<file path="config.mk">
export PLATFORM = sky130hd
export DESIGN_NAME = pingpong_dma_channel
export DESIGN_NICKNAME = d
export VERILOG_FILES = /design/src/rtl/pingpong_dma_channel.sv
export SDC_FILE = /design/constraint.sdc
export NUM_CORES = 1
export LEC_CHECK = 0
export BUFFER_PORTS_ARGS = -buffer_cell sky130_fd_sc_hd__buf_4
export CAP_MARGIN = 25
export CORE_UTILIZATION = 25
export CTS_CLUSTER_DIAMETER = 100
export CTS_CLUSTER_SIZE = 28
export DETAILED_ROUTE_END_ITERATION = 12
export GPL_ROUTABILITY_DRIVEN = 0
export PLACE_DENSITY_LB_ADDON = 0.3
export RECOVER_POWER = 50
export SLEW_MARGIN = 20
export SYNTH_ARGS = -nofsm -noshare
export SYNTH_HDL_FRONTEND = slang
export SYNTH_SLANG_ARGS = --single-unit
</file>
<file path="constraint.sdc">
create_clock -name clk -period 4.99 [get_ports clk]
set_input_delay 0.7485 -clock clk [delete_from_list [all_inputs] [get_ports clk]]
set_output_delay 0.7485 -clock clk [all_outputs]
set_load 0.01 [all_outputs]
</file>
<file path="src/rtl/pingpong_dma_channel.sv">
module pingpong_dma_channel #(
  parameter int AW = 32,
  parameter int DW = 32
) (
  input  logic          clk,
  input  logic          rst_n,
  input  logic          cfg_we,
  input  logic [2:0]    cfg_addr,
  input  logic [31:0]   cfg_wdata,
  output logic [31:0]   cfg_rdata,
  input  logic          req_single,
  input  logic          req_burst,
  output logic          mem_valid,
  output logic          mem_write,
  output logic [AW-1:0] mem_addr,
  output logic [1:0]    mem_size,
  output logic [DW-1:0] mem_wdata,
  input  logic          mem_ready,
  input  logic [DW-1:0] mem_rdata,
  output logic          busy,
  output logic          irq_done,
  output logic          irq_err
);

  localparam int CNT_W = 10;
  localparam int LEN_W = CNT_W + 1;
  localparam logic [2:0] MODE_PP = 3'd3;

  typedef enum logic [1:0] {S_IDLE, S_READ, S_WRITE} state_t;

  state_t           state;
  logic [31:0]      ctl     [2];
  logic [AW-1:0]    src_end [2];
  logic [AW-1:0]    dst_end [2];
  logic             en, burst_only, sel;
  logic [LEN_W-1:0] beats_left;
  logic [DW-1:0]    hold;

  logic [1:0]       dinc, dsz, sinc, ssz;
  logic [3:0]       arb;
  logic [CNT_W-1:0] n_rem;
  logic [2:0]       mode;
  logic [LEN_W:0]   arb_items;
  logic [LEN_W-1:0] rem_items, burst_len;
  logic [AW-1:0]    src_addr, dst_addr;

  function automatic logic [AW-1:0] offset(input logic [CNT_W-1:0] n, input logic [1:0] inc);
    return (inc == 2'd3) ? '0 : (AW'(n) << inc);
  endfunction

  assign dinc  = ctl[sel][31:30];
  assign dsz   = ctl[sel][29:28];
  assign sinc  = ctl[sel][27:26];
  assign ssz   = ctl[sel][25:24];
  assign arb   = ctl[sel][17:14];
  assign n_rem = ctl[sel][13:4];
  assign mode  = ctl[sel][2:0];

  assign arb_items = (arb > 4'd10) ? (LEN_W+1)'(2048) : ((LEN_W+1)'(1) << arb);
  assign rem_items = {1'b0, n_rem} + LEN_W'(1);
  assign burst_len = ({1'b0, rem_items} < arb_items) ? rem_items : arb_items[LEN_W-1:0];

  assign src_addr = src_end[sel] - offset(n_rem, sinc);
  assign dst_addr = dst_end[sel] - offset(n_rem, dinc);

  assign mem_valid = (state != S_IDLE);
  assign mem_write = (state == S_WRITE);
  assign mem_addr  = mem_write ? dst_addr : src_addr;
  assign mem_size  = mem_write ? dsz : ssz;
  assign mem_wdata = hold;
  assign busy      = mem_valid;

  always_comb begin
    case (cfg_addr)
      3'd0:    cfg_rdata = ctl[0];
      3'd1:    cfg_rdata = 32'(src_end[0]);
      3'd2:    cfg_rdata = 32'(dst_end[0]);
      3'd3:    cfg_rdata = ctl[1];
      3'd4:    cfg_rdata = 32'(src_end[1]);
      3'd5:    cfg_rdata = 32'(dst_end[1]);
      default: cfg_rdata = {29'd0, sel, burst_only, en};
    endcase
  end

  always_ff @(posedge clk or negedge rst_n) begin
    if (!rst_n) begin
      state      <= S_IDLE;
      ctl[0]     <= '0;
      ctl[1]     <= '0;
      src_end[0] <= '0;
      src_end[1] <= '0;
      dst_end[0] <= '0;
      dst_end[1] <= '0;
      en         <= 1'b0;
      burst_only <= 1'b0;
      sel        <= 1'b0;
      beats_left <= '0;
      hold       <= '0;
      irq_done   <= 1'b0;
      irq_err    <= 1'b0;
    end else begin
      irq_done <= 1'b0;
      irq_err  <= 1'b0;
      if (cfg_we) begin
        case (cfg_addr)
          3'd0: ctl[0]     <= cfg_wdata;
          3'd1: src_end[0] <= cfg_wdata[AW-1:0];
          3'd2: dst_end[0] <= cfg_wdata[AW-1:0];
          3'd3: ctl[1]     <= cfg_wdata;
          3'd4: src_end[1] <= cfg_wdata[AW-1:0];
          3'd5: dst_end[1] <= cfg_wdata[AW-1:0];
          3'd6: begin
            if (cfg_wdata[0]) en <= 1'b1;
            if (cfg_wdata[1]) en <= 1'b0;
          end
          default: begin
            if (cfg_wdata[0]) burst_only <= 1'b1;
            if (cfg_wdata[1]) burst_only <= 1'b0;
          end
        endcase
      end
      case (state)
        S_IDLE: if (en) begin
          if (mode != MODE_PP) begin
            en      <= 1'b0;
            irq_err <= 1'b1;
          end else if (req_burst) begin
            beats_left <= burst_len;
            state      <= S_READ;
          end else if (req_single && !burst_only) begin
            beats_left <= LEN_W'(1);
            state      <= S_READ;
          end
        end
        S_READ: if (mem_ready) begin
          hold  <= mem_rdata;
          state <= S_WRITE;
        end
        default: if (mem_ready) begin
          if (n_rem == '0) begin
            ctl[sel][2:0] <= 3'd0;
            irq_done      <= 1'b1;
            sel           <= ~sel;
            state         <= S_IDLE;
          end else begin
            ctl[sel][13:4] <= n_rem - CNT_W'(1);
            beats_left     <= beats_left - LEN_W'(1);
            state          <= (beats_left == LEN_W'(1)) ? S_IDLE : S_READ;
          end
        end
      endcase
    end
  end

  p_beat_hold_r4: assert property (@(posedge clk) disable iff (!rst_n)
    mem_valid && !mem_ready |=> mem_valid && $stable(mem_addr) && $stable(mem_write) && $stable(mem_wdata));

  p_single_one_r5: assert property (@(posedge clk) disable iff (!rst_n)
    $rose(busy) && !$past(req_burst) |-> beats_left == LEN_W'(1));

  p_burst_only_r6: assert property (@(posedge clk) disable iff (!rst_n)
    state == S_IDLE && burst_only && !req_burst && !cfg_we |=> !busy);

  p_count_step_r7: assert property (@(posedge clk) disable iff (!rst_n)
    state == S_WRITE && mem_ready && n_rem != '0 && !cfg_we |=> n_rem == $past(n_rem) - CNT_W'(1));

  p_done_switch_r8: assert property (@(posedge clk) disable iff (!rst_n)
    irq_done |-> sel != $past(sel) && ctl[~sel][2:0] == 3'd0);

  p_err_stop_r9: assert property (@(posedge clk) disable iff (!rst_n)
    irq_err |-> !en && !busy && !irq_done);

endmodule

</file>
### After elaboration in Yosys (flattened, before gate mapping)

Cells that the tools add are included.

* flip-flop bits (word level): 242
* input port bits: 73
* output and inout bits: 103
* logic and storage cells: 127

* add/sub/neg operators: 5
* magnitude comparators: 4
* eq/ne operators: 17
* shift operators: 3
* mux-type cells: 59
* bitwise gates (word level): 5
* reduce and logical (&&, ||, !) cells: 20

Operator list (number)
* 2-to-1 mux 32 bit: 14
* 2-to-1 mux 64 bit: 4
* case mux 32 bit (6 select lines): 1
* bitwise mux 64 bit: 2
* 2-to-1 mux 11 bit: 7
* demux 32 bit (select 1 bit): 2
* left shift 10 x 2 -> 32 bit: 2
* subtractor 32 bit: 2
* case mux 11 bit (2 select lines): 1
* 2-to-1 mux 1 bit: 17
* 2-to-1 mux 14 bit: 1
* 2-to-1 mux 2 bit: 7
* < comparator 11 x 12 -> 1 bit: 1
* 2-to-1 mux 12 bit: 1
* left shift 1 x 4 -> 12 bit (first input constant): 1
* adder 10 x 1 -> 11 bit (second input constant): 1
* equality test 11 x 1 -> 1 bit (second input constant): 1
* subtractor 11 x 1 -> 11 bit (second input constant): 1
* logical NOT 10 bit: 1
* AND reduction 2 bit: 5
* subtractor 10 x 1 -> 10 bit (second input constant): 1
* equality test 3 bit (second input constant): 3
* OR reduction 7 bit: 1
* equality test 2 bit (second input constant): 3
* other kinds (23): 33

### Depth between registers and ports, before layout

* depth in word-level cells: 12
* gate-level depth with buffers: 20
* mapped depth without buffers: 13

### Worst setup path after synthesis

OpenSTA, ideal clock, no wires.

* path kind: reg-to-output
* start: register sel
* end: output port mem_addr[26]
* arrival: 4.168 ns
* data required time: 4.242 ns
* setup slack: 0.074 ns
* cell stages (with the launch flop): 18
* buffers on the path: 8
* cells stage by stage: dfrtp_1 > buf_6 > buf_6 > buf_8 > buf_6 > buf_4 > buf_2 > buf_2 > buf_2 > mux2_2 > fa_1 > a211oi_1 > o21ai_0 > a211oi_2 > nand4_1 > nor3b_1 > xor2_1 > a21oi_1

* cells in the longest elaborated chain, start to end: 8
* elaborated cells on any way between the ends: 19
* classes of those cells: 2 x add/sub; 2 x eq/ne; 2 x shift; 12 x mux; 1 x bitwise

Ends and longest elaborated chain
* from (decl): line 35 `logic en, burst_only, sel;`
* from (signal assigned): line 143 `sel <= ~sel;`
* NOT 1 -> 2 bit (not written as such) (*)
* 2-to-1 mux 32 bit (3 in series)
* left shift 10 x 2 -> 32 bit or equality test 2 bit (tied branches): line 48 `return (inc == 2'd3) ? '0 : (AW'(n) << inc);`
* 2-to-1 mux 32 bit: line 48
* subtractor 32 bit (on tied branches): line 63, 64
* 2-to-1 mux 32 bit (*): line 68 `assign mem_addr = mem_write ? dst_addr : src_addr;`
* to (decl): line 15 `output logic [AW-1:0] mem_addr,`

Mark *: on every way between the ends. The rest lies on a longest branch, timed or not. The select of a mux whose other input is x is not followed.

### Worst setup path after layout

* start: register sel
* end: output port mem_addr[21]

Same word-level chain as after synthesis.

==> results.cfg <==
[setup_path]
critPathCaptureType = output port
worstPathMaxFanout = 8
crit_type = flop to output port
cp.arrival_ns = 4.30
required_ns = 4.24
reg2reg_depth = 17
cp-start-kind = flop
r2r-end = beats_left[6]
rrSetupSlack_ns = 0.71
r2r-start = sel

[status]
violations = max-capacitance violations, max-slew violations, negative setup slack
status = finished, violations left

[timing]
min_period_ns = 5.05
worst_clock_skew_ns = 0.0223
slew_viol_final = 268
hold_viol_final = 0
fin_crit_sh = 1.01
max_freq_ghz = 0.198
tightest_slew_ns = 2.87
setup_viol = 7
layout_setup_ws_ns = -0.0606
slew_headroom = -0.912
rsz0062_at_grt = true
setup_tns_ns = -0.209
hold_ws_ns = 0.449

[power]
p_int_uw = 6280
combPwrFrac = 0.626
vdd.ir_drop.worst_v = 0.000229
power_switching_uw = 5220
pwr-share-seq = 0.269
powerDensity_nw_per_um2 = 607
clockPowerShare = 0.105
leakagePower_uw = 0.00791
power_uw = 11500
swShare = 0.454

[floorplan]
row_count = 91
die_height_um = 252
dieArea_um2 = 63400
core_um2 = 61700
start_util = 0.253
num_io_pins = 176
dieWidth_um = 252

[logic_synthesis]
synth_top_area_cell = dfrtp_1
ys_types = 85
avgSynthCellArea_um2 = 9.74
ys_ff_latch = 242
synth_async_sr_flop_share = 1.00
synth_top_area_frac = 0.388
synth_area_leaders = dfrtp_1, mux2_2, nand2_1
yosysSeqAreaShare = 0.388
ys.flop_type = dfrtp_1
syn-cell-area_um2 = 15600
synth_edf_count = 0
syn_inst = 1602
yosys_warnings = 0

[cells_and_area]
layout-drive-gt1-share = 0.318
area_growth_pct = 21.4
final_nets = 1900

[drt]
num_vias = 13496
routed_wl_mm = 56.1
vias_per_cell = 5.14
first_pass_iters = 8
drc_errors = 0
wl_per_cell_um = 21.4
drt_iter0_markers = 919
ant_nets = 0

[placed_design]
dpl.hpwl_mm = 39.5
portBuffers = 175

[flow_run]
drv_cap = 5

[global_route]
first_global_vias = 13538
antenna_found_initial = 2
grt_overflow_total = 0
grt_max_degree = 90
grt_pass1_wl_mm = 84.6
track_usage = 0.173

[clock_network]
clock_path_buffers = 3
ctsHoldBuffers = 0
clk_latency_ns = 0.50
cts_htree_levels = 1
cts_tree = yes
cts_made_buffers = 13
cts.sinks = 242
clock-root-buffer = clkbuf_16
clkTransAtPathRegs_ns = 0.12

[worst_hold_path]
hold_depth = 2
worstHoldStart = mem_ready
min_to = state[0]
worstHoldPathType = input port to flop
[cell usage in the layout (no fill, tap or decap), types with 13 or more instances in the layout]
cell,Yosys,layout
buf_4,4,246
dfrtp_1,242,241
nand2_1,210,208
mux2_2,193,193
a22oi_1,94,94
mux2i_1,74,69
nor2_1,70,66
a21oi_1,74,60
o21ai_0,66,53
nand3_1,46,45
nor3_1,53,45
xnor2_1,36,36
xor2_1,33,33
ha_1,40,33
inv_1,28,28
and2_1,23,21
nand2b_1,16,15
a21oi_2,1,15
clkbuf_16,0,13
[power groups by stage]
stage	combinational (uW)	sequential, uW	clock (uW)
finish	7190	3100	1210
global route	7790	3180	1310
CTS	6760	3080	1260
detailed placement	6560	3130	0
global placement	6480	3110	0
floorplan	4150	2990	0
[worst max-delay path: stages, from the launching register on]
cell and delay, ns:
dfrtp_4 0.51, buf_12 0.15, buf_6 0.12, mux2i_4 0.16
buf_6 0.16, mux2i_1 0.23, a21oi_2 0.08, ha_1 0.34
a211o_1 0.33, nor2_1 0.16, a21oi_2 0.13, o41ai_4 0.34
buf_4 0.20, buf_8 0.14, nor4b_4 0.20, xor2_1 0.09
mux2i_1 0.25, buf_4 0.18
[repair_timing]
action,CTS,global route
buffers inserted,15,18
resized for setup,21,68
pin swaps,5,30
cloned,0,1
endpoints found under the setup margin,21,21
[how the worst max path moves through the flow]
stage,from,depth (start not counted),slack [ns],to
after floorplan,sel,17,0.07,mem_addr[26]
final,sel,17,-0.06,mem_addr[21]
after global placement,sel,14,0.32,mem_addr[26]
after detailed placement,sel,14,0.32,mem_addr[26]
after global routing,sel,17,-0.20,mem_addr[21]
after CTS,sel,16,0.002,mem_addr[17]
[cell families (layout without fill, tap and decap cells)]
logic type / after synthesis / after routing / share of synthesized area
mux: 277 / 277 / 0.199
fa+ha+maj: 42 / 42 / 0.0346
simple gates: 501 / 501 / 0.155
buf+inv: 124 / 307 / 0.0357
xor+xnor: 69 / 69 / 0.0387
other cells: 1 / 4 / 0.000240
flops: 242 / 242 / 0.388
compound gates: 346 / 346 / 0.149
[cells in the mapped netlist, types with 10 or more instances]
cell      count
nor4_1       10
buf_2        16
nor3_1       53
nand2b_1     16
xor2_1       33
and2_1       23
xnor2_1      36
buf_1        12
a31oi_1      11
a211oi_1     14
nand2_1     210
inv_1        28
nand3_1      46
clkbuf_1     56
a22oi_1      94
mux2_2      193
mux2i_1      74
a21oi_1      74
nor2_1       70
dfrtp_1     242
ha_1         40
o21ai_0      66
[stage by stage]
step / util / std cells / cell area (um2) / setup WS (ns)
floorplan: - / 1603 / 15600 / 0.0738
global placement: 0.292 / 2573 / 18000 / 0.317
detailed placement: 0.292 / 2573 / 18000 / 0.317
CTS: 0.302 / 2604 / 18600 / 0.00198
global route: 0.307 / 2624 / 18900 / -0.203
finish: 0.307 / 2625 / 18900 / -0.0606
[area by class of cell]
type                       instances  area [um2]
antenna                            2        5.00
clock buffer                      14         329
clock inverter                     2        46.3
fill                            6467       42800
inverter                          29         109
multi-input combinational       1237        9340
sequential                       242        6060
tap                              837        1050
timing repair buffer             262        2010
[layer usage]
layer	up-vias	GRT usage	routed length (um)	part of all wire
li1	6206	-	-	-
met1	6846	0.222	24500	0.44
met2	365	0.303	28000	0.50
met3	77	0.0188	2120	0.038
met4	2	0.0542	1480	0.026
met5	-	0	13	0.00023
Note: power is estimated with default switching activity, not from simulation.
